--- src/rtl/dma2ch_pkg.sv ---
package dma2ch_pkg;
  localparam int NCH       = 2;
  localparam int WW        = 16;
  localparam int BW        = 8;
  localparam int DESC_LEN  = 4;
  localparam int IX_ADDR   = 0;
  localparam int IX_LEN    = 1;
  localparam int IX_FLAGS  = 2;
  localparam int IX_NEXT   = 3;
  localparam int FB_DIR_TX = 0;
  localparam int FB_IE     = 1;
  localparam int FB_DONE   = 15;

  typedef enum logic [2:0] {
    ST_IDLE, ST_FETCH, ST_FCAP, ST_WAIT, ST_XFER, ST_LATCH, ST_ACK, ST_WB
  } ch_state_e;

  function automatic logic [WW-1:0] mark_done(input logic [WW-1:0] f);
    logic [WW-1:0] r;
    r = f;
    r[FB_DONE] = 1'b1;
    return r;
  endfunction

  function automatic logic flag_tx(input logic [WW-1:0] f);
    return f[FB_DIR_TX];
  endfunction

  function automatic logic flag_ie(input logic [WW-1:0] f);
    return f[FB_IE];
  endfunction
endpackage

--- src/rtl/dma2ch_arb.sv ---
module dma2ch_arb
  import dma2ch_pkg::*;
(
  input  logic           clk,
  input  logic           rst_n,
  input  logic           cpu_req,
  input  logic [NCH-1:0] req,
  output logic [NCH-1:0] gnt,
  output logic           last_q
);
  always_comb begin
    gnt = '0;
    if (!cpu_req) begin
      if (req == 2'b11) gnt = last_q ? 2'b01 : 2'b10;
      else              gnt = req;
    end
  end

  always_ff @(posedge clk or negedge rst_n) begin
    if (!rst_n)      last_q <= 1'b1;
    else if (gnt[0]) last_q <= 1'b0;
    else if (gnt[1]) last_q <= 1'b1;
  end
endmodule

--- src/rtl/dma2ch_chan.sv ---
module dma2ch_chan
  import dma2ch_pkg::*;
#(
  parameter int AW = 16
) (
  input  logic          clk,
  input  logic          rst_n,
  input  logic          en,
  input  logic [AW-1:0] head,
  output logic          mreq,
  output logic          mwe,
  output logic [AW-1:0] maddr,
  output logic [WW-1:0] mwdata,
  input  logic          gnt,
  input  logic [WW-1:0] rdata,
  input  logic          preq,
  input  logic [BW-1:0] prx,
  output logic          pack,
  output logic [BW-1:0] ptx,
  output logic          irq,
  output logic          busy
);
  localparam int KW = $clog2(DESC_LEN);

  ch_state_e     st;
  logic [KW-1:0] k;
  logic [AW-1:0] desc_q, buf_q, next_q;
  logic [WW-1:0] len_q, flags_q;
  logic [BW-1:0] data_q;
  logic          en_q, irq_q;

  wire start = en && !en_q && (head != '0);

  always_comb begin
    mreq   = (st == ST_FETCH) || (st == ST_XFER) || (st == ST_WB);
    mwe    = (st == ST_WB) || ((st == ST_XFER) && !flag_tx(flags_q));
    maddr  = buf_q;
    mwdata = {{(WW-BW){1'b0}}, prx};
    if (st == ST_FETCH) maddr = desc_q + AW'(k);
    if (st == ST_WB) begin
      maddr  = desc_q + AW'(IX_FLAGS);
      mwdata = mark_done(flags_q);
    end
  end

  assign pack = (st == ST_ACK);
  assign ptx  = data_q;
  assign irq  = irq_q;
  assign busy = (st != ST_IDLE);

  always_ff @(posedge clk or negedge rst_n) begin
    if (!rst_n) begin
      st <= ST_IDLE; k <= '0; desc_q <= '0; buf_q <= '0; next_q <= '0;
      len_q <= '0; flags_q <= '0; data_q <= '0; en_q <= 1'b0; irq_q <= 1'b0;
    end else begin
      en_q  <= en;
      irq_q <= 1'b0;
      unique case (st)
        ST_IDLE: if (start) begin
          desc_q <= head;
          k      <= '0;
          st     <= ST_FETCH;
        end
        ST_FETCH: if (gnt) st <= ST_FCAP;
        ST_FCAP: begin
          unique case (int'(k))
            IX_ADDR:  buf_q   <= rdata[AW-1:0];
            IX_LEN:   len_q   <= rdata;
            IX_FLAGS: flags_q <= rdata;
            default:  next_q  <= rdata[AW-1:0];
          endcase
          if (int'(k) == DESC_LEN - 1) st <= (len_q == '0) ? ST_WB : ST_WAIT;
          else begin
            k  <= k + 1'b1;
            st <= ST_FETCH;
          end
        end
        ST_WAIT: begin
          if (!en)       st <= ST_IDLE;
          else if (preq) st <= ST_XFER;
        end
        ST_XFER: if (gnt) st <= ST_LATCH;
        ST_LATCH: begin
          data_q <= flag_tx(flags_q) ? rdata[BW-1:0] : prx;
          st     <= ST_ACK;
        end
        ST_ACK: begin
          len_q <= len_q - 1'b1;
          buf_q <= buf_q + 1'b1;
          if (len_q == WW'(1)) st <= ST_WB;
          else if (!en)        st <= ST_IDLE;
          else                 st <= ST_WAIT;
        end
        ST_WB: if (gnt) begin
          irq_q <= flag_ie(flags_q);
          if (next_q == '0) st <= ST_IDLE;
          else begin
            desc_q <= next_q;
            k      <= '0;
            st     <= ST_FETCH;
          end
        end
        default: st <= ST_IDLE;
      endcase
    end
  end
endmodule

--- src/rtl/dma2ch.sv ---
module dma2ch
  import dma2ch_pkg::*;
#(
  parameter int AW = 16
) (
  input  logic                    clk,
  input  logic                    rst_n,
  input  logic [NCH-1:0]          ch_en,
  input  logic [NCH-1:0][AW-1:0]  ch_head,
  input  logic                    cpu_req,
  output logic                    mem_en,
  output logic                    mem_we,
  output logic [AW-1:0]           mem_addr,
  output logic [WW-1:0]           mem_wdata,
  input  logic [WW-1:0]           mem_rdata,
  input  logic [NCH-1:0]          p_req,
  input  logic [NCH-1:0][BW-1:0]  p_rx_data,
  output logic [NCH-1:0]          p_ack,
  output logic [NCH-1:0][BW-1:0]  p_tx_data,
  output logic [NCH-1:0]          irq,
  output logic [NCH-1:0]          busy
);
  logic [NCH-1:0]         creq, cwe, gnt;
  logic [NCH-1:0][AW-1:0] caddr;
  logic [NCH-1:0][WW-1:0] cwdata;
  logic                   rr_last;

  dma2ch_arb u_arb (
    .clk(clk), .rst_n(rst_n), .cpu_req(cpu_req),
    .req(creq), .gnt(gnt), .last_q(rr_last)
  );

  for (genvar i = 0; i < NCH; i++) begin : g_ch
    dma2ch_chan #(.AW(AW)) u_ch (
      .clk(clk), .rst_n(rst_n), .en(ch_en[i]), .head(ch_head[i]),
      .mreq(creq[i]), .mwe(cwe[i]), .maddr(caddr[i]), .mwdata(cwdata[i]),
      .gnt(gnt[i]), .rdata(mem_rdata),
      .preq(p_req[i]), .prx(p_rx_data[i]), .pack(p_ack[i]), .ptx(p_tx_data[i]),
      .irq(irq[i]), .busy(busy[i])
    );
  end

  always_comb begin
    mem_en    = |gnt;
    mem_we    = 1'b0;
    mem_addr  = '0;
    mem_wdata = '0;
    for (int i = 0; i < NCH; i++) begin
      if (gnt[i]) begin
        mem_we    = cwe[i];
        mem_addr  = caddr[i];
        mem_wdata = cwdata[i];
      end
    end
  end
endmodule

--- config.mk ---
export PLATFORM = sky130hd
export DESIGN_NAME = dma2ch
export DESIGN_NICKNAME = d
export VERILOG_FILES = /design/src/rtl/dma2ch_pkg.sv /design/src/rtl/dma2ch_arb.sv /design/src/rtl/dma2ch_chan.sv /design/src/rtl/dma2ch.sv
export SDC_FILE = /design/constraint.sdc
export NUM_CORES = 1
export LEC_CHECK = 0
export ABC_AREA = 1
export BUFFER_PORTS_ARGS = -buffer_cell sky130_fd_sc_hd__buf_2
export CAP_MARGIN = 20
export CORE_MARGIN = 5
export CORE_UTILIZATION = 35
export CTS_BUF_LIST = sky130_fd_sc_hd__clkbuf_16
export DETAILED_ROUTE_END_ITERATION = 8
export HOLD_SLACK_MARGIN = 0.05
export PLACE_DENSITY = 0.59
export SYNTH_ARGS = -nofsm -noshare
export SYNTH_HDL_FRONTEND = slang
export SYNTH_SLANG_ARGS = --single-unit
--- constraint.sdc ---
create_clock -name clk -period 2.3 [get_ports clk]
set_input_delay 0.115 -clock clk [delete_from_list [all_inputs] [get_ports clk]]
set_output_delay 0.115 -clock clk [all_outputs]
set_load 0.02 [all_outputs]
; ---- Word level (Yosys, flattened, before mapping)
; Cells that the tools add are included.
[op_classes]
n_eq_ne = 41
shift = 0
n_reduce_logical = 52
div = 0
multipliers = 0
bitwise_logic = 2
addsub = 10
magnitude_cmp = 0
n_mux = 73
[ops]
columns = operator, count
row1 = 2-to-1 mux 16 bit, 20
row2 = case mux 16 bit (2 select lines), 6
row3 = logical NOT 16 bit, 4
row4 = 2-to-1 mux 3 bit, 18
row5 = case mux 3 bit (8 select lines), 2
row6 = "adder 16 x 1 -> 16 bit, second input constant", 2
row7 = adder 16 x 2 -> 16 bit, 2
row8 = "adder 16 x 2 -> 16 bit, second input constant", 2
row9 = "equality test 16 x 1 -> 1 bit, second input constant", 2
row10 = nonzero test 16 bit, 2
row11 = "subtractor 16 x 1 -> 16 bit, second input constant", 2
row12 = "!= test 2 bit, second input constant", 14
row13 = 2-to-1 mux 2 bit, 13
row14 = "equality test 3 bit, second input constant", 8
row15 = AND reduction 5 bit, 4
row16 = 2-to-1 mux 8 bit, 2
row17 = AND reduction 2 bit, 8
row18 = "equality test 3 x 2 -> 1 bit, second input constant", 4
row19 = case mux 2 bit (3 select lines), 2
row20 = nonzero test 3 bit, 4
row21 = 2-to-1 mux 1 bit, 10
row22 = nonzero test 2 bit, 5
row23 = "equality test 2 x 1 -> 1 bit, second input constant", 4
row24 = AND reduction 4 bit, 2
row25 = other kinds (13), 36
[word_totals]
ramBits = 0
output_inout_bits = 56
romBits = 0
memories = 0
latch_bits = 0
reg_bits = 189
wordCells = 199

; ---- Depth between registers and ports, before layout
[logic_depth]
ltp_word = 8
ltp_mapped = 12
mapped_depth_nobuf = 12

; ---- Hierarchy
; A second synthesis with hierarchy kept.
[unflattened]
cells_unflattened = 1995
hier_area_um2 = 13090.1
[modules_own_cells]
columns = mod, area_per_inst_um2, seq_area_each_um2, cells_per_inst, instances
row1 = dma2ch_chan (g_ch[1].u_ch), 6237.2, 2352.3, 937, 1
row2 = dma2ch_chan (g_ch[0].u_ch), 6174.7, 2352.3, 933, 1
row3 = dma2ch, 598.1, 0.0, 112, 1
row4 = dma2ch_arb, 80.1, 26.3, 13, 1

; ---- Least setup slack after synthesis
; OpenSTA, ideal clock, no wires.
[synth_timing]
kind = flip-flop to output port
startpoint = register g_ch[1].u_ch.k[0]
endpoint = output mem_addr[10]
t_arrival_ns = 1.849
path_stages_with_launch = 13
path_buffers = 0
required_ns = 2.185
slack_ns = 0.336
cell_sequence = dfrtp_1 > ha_1 > inv_1 > fa_1 > nor2_1 > nand2_1 > nor2_1 > nand2_1 > nand3_1 > nand2_1 > nand2_1 > nand2_1 > nand2_1
[synth_via]
elab_chain_cells = 4
[synth_rtl]
columns = item, line_no
row1 = from (decl), dma2ch_chan.sv:26  ; logic [KW-1:0] k;
row2 = from (signal assigned), dma2ch_chan.sv:74  ; k <= k + 1'b1;
row3 = adder 16 x 2 -> 16 bit, dma2ch_chan.sv:39  ; if (st == ST_FETCH) maddr = desc_q + AW'(k);
row4 = 2-to-1 mux 16 bit, dma2ch_chan.sv:39
row5 = 2-to-1 mux 16 bit, dma2ch_chan.sv:40  ; if (st == ST_WB) begin
row6 = 2-to-1 mux 16 bit, dma2ch.sv:49  ; if (gnt[i]) begin
row7 = to (decl), dma2ch.sv:13  ; output logic [AW-1:0] mem_addr,
; No other way between the ends.

; ---- Worst setup path in the final report
[layout_timing]
startpoint = register g_ch[1].u_ch.desc_q[1]
endpoint = output mem_addr[6]
[layout_via]
elab_chain_cells = 4
[layout_rtl]
columns = item, line_no
row1 = from (decl), dma2ch_chan.sv:27  ; logic [AW-1:0] desc_q, buf_q, next_q;
row2 = from (signal assigned), dma2ch_chan.sv:98  ; desc_q <= next_q;
row3 = adder 16 x 2 -> 16 bit, dma2ch_chan.sv:39
row4 = 2-to-1 mux 16 bit, dma2ch_chan.sv:39
row5 = 2-to-1 mux 16 bit *, dma2ch_chan.sv:40
row6 = 2-to-1 mux 16 bit *, dma2ch.sv:49
; Mark *: on every way between the ends. The rest lies on a longest branch, timed or not.

==> results.sh <==
export IMPL_finalNonFillerCells=2617
export IMPL_die_y_um=202
export IMPL_setup_ws_ps=-166
export IMPL_row_count=70
export IMPL_synth_warnings=0
export IMPL_seqCellArea_um2=4750
export IMPL_io_buffers=126
export IMPL_wl_per_cell_um=18.0
export IMPL_grt_ovfl_total=0
export IMPL_hpwlAfterDp_um=35300
export IMPL_clock_sinks=189
export IMPL_htreeDepth=4
export IMPL_synth_edf_count=0
export IMPL_placed_cells=2494
export IMPL_die_x_um=202
export IMPL_synth_adder_area_share_pct=2.65
export IMPL_violations="negative setup slack"
export IMPL_finish_utilization_pct=45.1
export IMPL_track_usage_pct=22.7
export IMPL_netlist_area_um2=12900
export IMPL_viasPerCell=5.21
export IMPL_period_share_pct=107
export IMPL_areaGrowthSynthToFinish_pct=27.8
export IMPL_die_area_um2=40700
export IMPL_ir_drop_mv=0.626
export IMPL_syn_nets=2030
export IMPL_grt_first_pass_wirelength_um=73700
export IMPL_fin_crit_ps=2470
export IMPL_holdWs_ps=64.0
export IMPL_cap_violations=0
export IMPL_final_nets=2233
export IMPL_yosysSeqAreaShare_pct=36.8
export IMPL_setup_tns_final_ps=-1530
export IMPL_status="complete, but fails checks"
export IMPL_via_count=13627
export IMPL_insertion_delay_ps=460
export IMPL_fmax_mhz=406
export IMPL_rsz0062_at_grt="yes"
export IMPL_synth_mux_area_share_pct=0.0779
export IMPL_synth_top_area_cell="dfrtp_1"
export IMPL_root_buffer="clkbuf_16"
export IMPL_synth_seq_cells=189
export IMPL_grt_pass1_vias=13027
export IMPL_clk_pin_slew_ps=70
export IMPL_yosysMostFrequentCell="nand2_1"
export IMPL_crit_type="flip-flop to output port"
export IMPL_route_final_wire_length_um=47200
export IMPL_powerDensity_nw_per_um2=1190
export IMPL_synthXorXnorAreaFrac_pct=2.18
export IMPL_place_ws_ps=78.0
export IMPL_hp_class="primary input to flip-flop"
export IMPL_synth_top_family_by_area="simple AND/OR/NAND/NOR gates"
export IMPL_place_congestion=0.974
export IMPL_cts_tree="yes"
export IMPL_initial_core_util_pct=35.3
export IMPL_synth_commonest_cells="688 x nand2_1, 216 x nor2_1, 188 x dfrtp_1"
export IMPL_min_path_cells=5
export IMPL_arrival_ps=2350
export IMPL_ys_types=48
export IMPL_slew_headroom_pct=58.0
export IMPL_core_area_um2=36400
export IMPL_numCtsBuffers=17
export IMPL_ios=127
export IMPL_cp_required_ps=2180
export IMPL_multi_input_area_um2=7650
export IMPL_drt_iter0_drc=1068
export IMPL_synth_area_top_cells="dfrtp_1 37%, nand2_1 20%, nor2_1 6.3%"
export IMPL_async_flop_share_pct=100
export IMPL_final_max_slew_viol_count=0
export IMPL_final_layout_size_suffix_gt1_share_pct=20.5
export IMPL_synth_ff_type="dfrtp_1"
export IMPL_tightest_slew_ps=630
export IMPL_rr_worst_depth=7
export IMPL_diodes=0
export IMPL_start_kind="flip-flop"
export IMPL_fin_skew_ps=14.2
export IMPL_setup_viol=19
export IMPL_endpoint_kind="output port"
export IMPL_fillers=3749
export IMPL_synthSimpleGateAreaFrac_pct=36.3
export IMPL_antenna_found_initial=0
export IMPL_ant_nets=0
export IMPL_cp_max_fo=3
export IMPL_leakage_nw=8.02
export IMPL_synth_compound_area_share_pct=13.5
export IMPL_hold_violations=0
export IMPL_yosysTopAreaCellShare_pct=36.6
export IMPL_cts_buffer_depth=2
export IMPL_firstDrtPassIters=5
export IMPL_syn_instance_count=1933
export IMPL_syn_avg_cell_area_um2=6.65
export IMPL_grt_max_degree=63
export IMPL_drcViolationCount=0
## metrics by stage
| stage | total power, W | instance area (µm²) |
|---|---|---|
| 6_report | 0.0195 | 16400 |
| 5_1_grt | 0.0210 | 16400 |
| 4_1_cts | 0.0190 | 16000 |
| 3_5_place_dp | 0.0147 | 14100 |
| 3_3_place_gp | 0.0146 | 14100 |
| 2_1_floorplan | 0.0118 | 12900 |
## layout make-up
type	count	share of cell area, %
flip-flops and latches	189	28.9
well taps	468	3.56
clock inverters	15	0.845
repair buffers	277	13.8
multi-input cells	1491	46.6
inverters	160	3.75
clock buffers	17	2.59
## final timing paths
path,endpoint,from,slack [ps]
max reg2reg,g_ch[0].u_ch.len_q[2]$_DFFE_PN0P_,g_ch[0].u_ch.k[1]$_DFFE_PN0P_,140
min,g_ch[1].u_ch.desc_q[9]$_DFFE_PN0P_,ch_head[25],60
min reg2reg,g_ch[0].u_ch.flags_q[2]$_DFFE_PN0P_,g_ch[0].u_ch.flags_q[2]$_DFFE_PN0P_,510
min in group asynchronous,g_ch[0].u_ch.next_q[7]$_DFFE_PN0P_,rst_n,220
max,mem_addr[6],g_ch[1].u_ch.desc_q[1]$_DFFE_PN0P_,-170
max in group asynchronous,g_ch[0].u_ch.len_q[8]$_DFFE_PN0P_,rst_n,1370
## flip-flops by register name (all words and copies together) (netlist names)
name	cells
g_ch.u_ch.ptx	16
g_ch.u_ch.desc_q	32
g_ch.u_ch.k	4
g_ch.u_ch.next_q	32
g_ch.u_ch.en_q	2
g_ch.u_ch.flags_q	30
g_ch.u_ch.len_q	32
u_arb.last_q	1
g_ch.u_ch.buf_q	32
g_ch.u_ch.irq	2
g_ch.u_ch.st	6
## what timing repair did
item / CTS / global route
cloned: 2 / 1
pin swaps: 46 / 34
hold buffers: 42 / 0
buffers inserted: 32 / 17
endpoints found under the setup margin: 33 / 35
endpoints found under the hold margin: 100 / 0
gates resized for setup: 192 / 89
## metal layers
layer | track usage (%) | part of all wire, %
met5 | 0 | 0
met4 | 6.69 | 2.4
met3 | 3.67 | 5.2
met2 | 35.8 | 46
met1 | 32.3 | 46
## cell families after synthesis
| family | after synthesis |
|---|---|
| muxes | 1 |
| buffers and inverters | 253 |
| and+or+nand+nor | 1118 |
| DFF | 189 |
| AOI/OAI and AO/OA | 314 |
| adders and majority gates | 26 |
| xor gates and xnor gates | 32 |
## where the power goes
| group | total [W] | switching [W] | leakage [nW] | internal (W) |
|---|---|---|---|---|
| logic | 0.0104 | 0.00644 | 5.71 | 0.00396 |
| registers | 0.00611 | 0.00151 | 2.04 | 0.00460 |
| clock network | 0.00297 | 0.00145 | 0.272 | 0.00151 |
## critical path, cell delays in order, from the launching register on
cell	delay, ps
dfrtp_1	430
inv_1	110
fa_2	460
inv_2	90
nand3_4	80
nor2_4	120
xor2_1	170
o21ai_1	70
nand2_1	90
nand2_2	70
nand2_2	80
buf_6	120
## cells in the final DEF, fill, tap and decap left out, drive strengths merged, types with 2 or more instances in the layout
cell type    Yosys  routed
buf             57     233
a31oi           19      19
nand3          127     127
a21oi           78      78
xnor2            5       5
o21bai           3       3
a22o             2       2
o21a             3       3
fa               2       2
o2111ai          2       2
dfrtp          188     188
o31ai            6       6
xor2            27      27
clkbuf          36      18
inv            160     169
nand4           51      51
a21boi           2       2
nor2           220     220
o211ai          29      29
or2              7       7
dlygate4sd3      0      42
nand2          693     693
ha              24      24
o22ai            2       2
clkinvlp         0       5
nor3            17      17
a22oi            2       2
o21ai          164     164
Power figures use the tool's default switching activity.
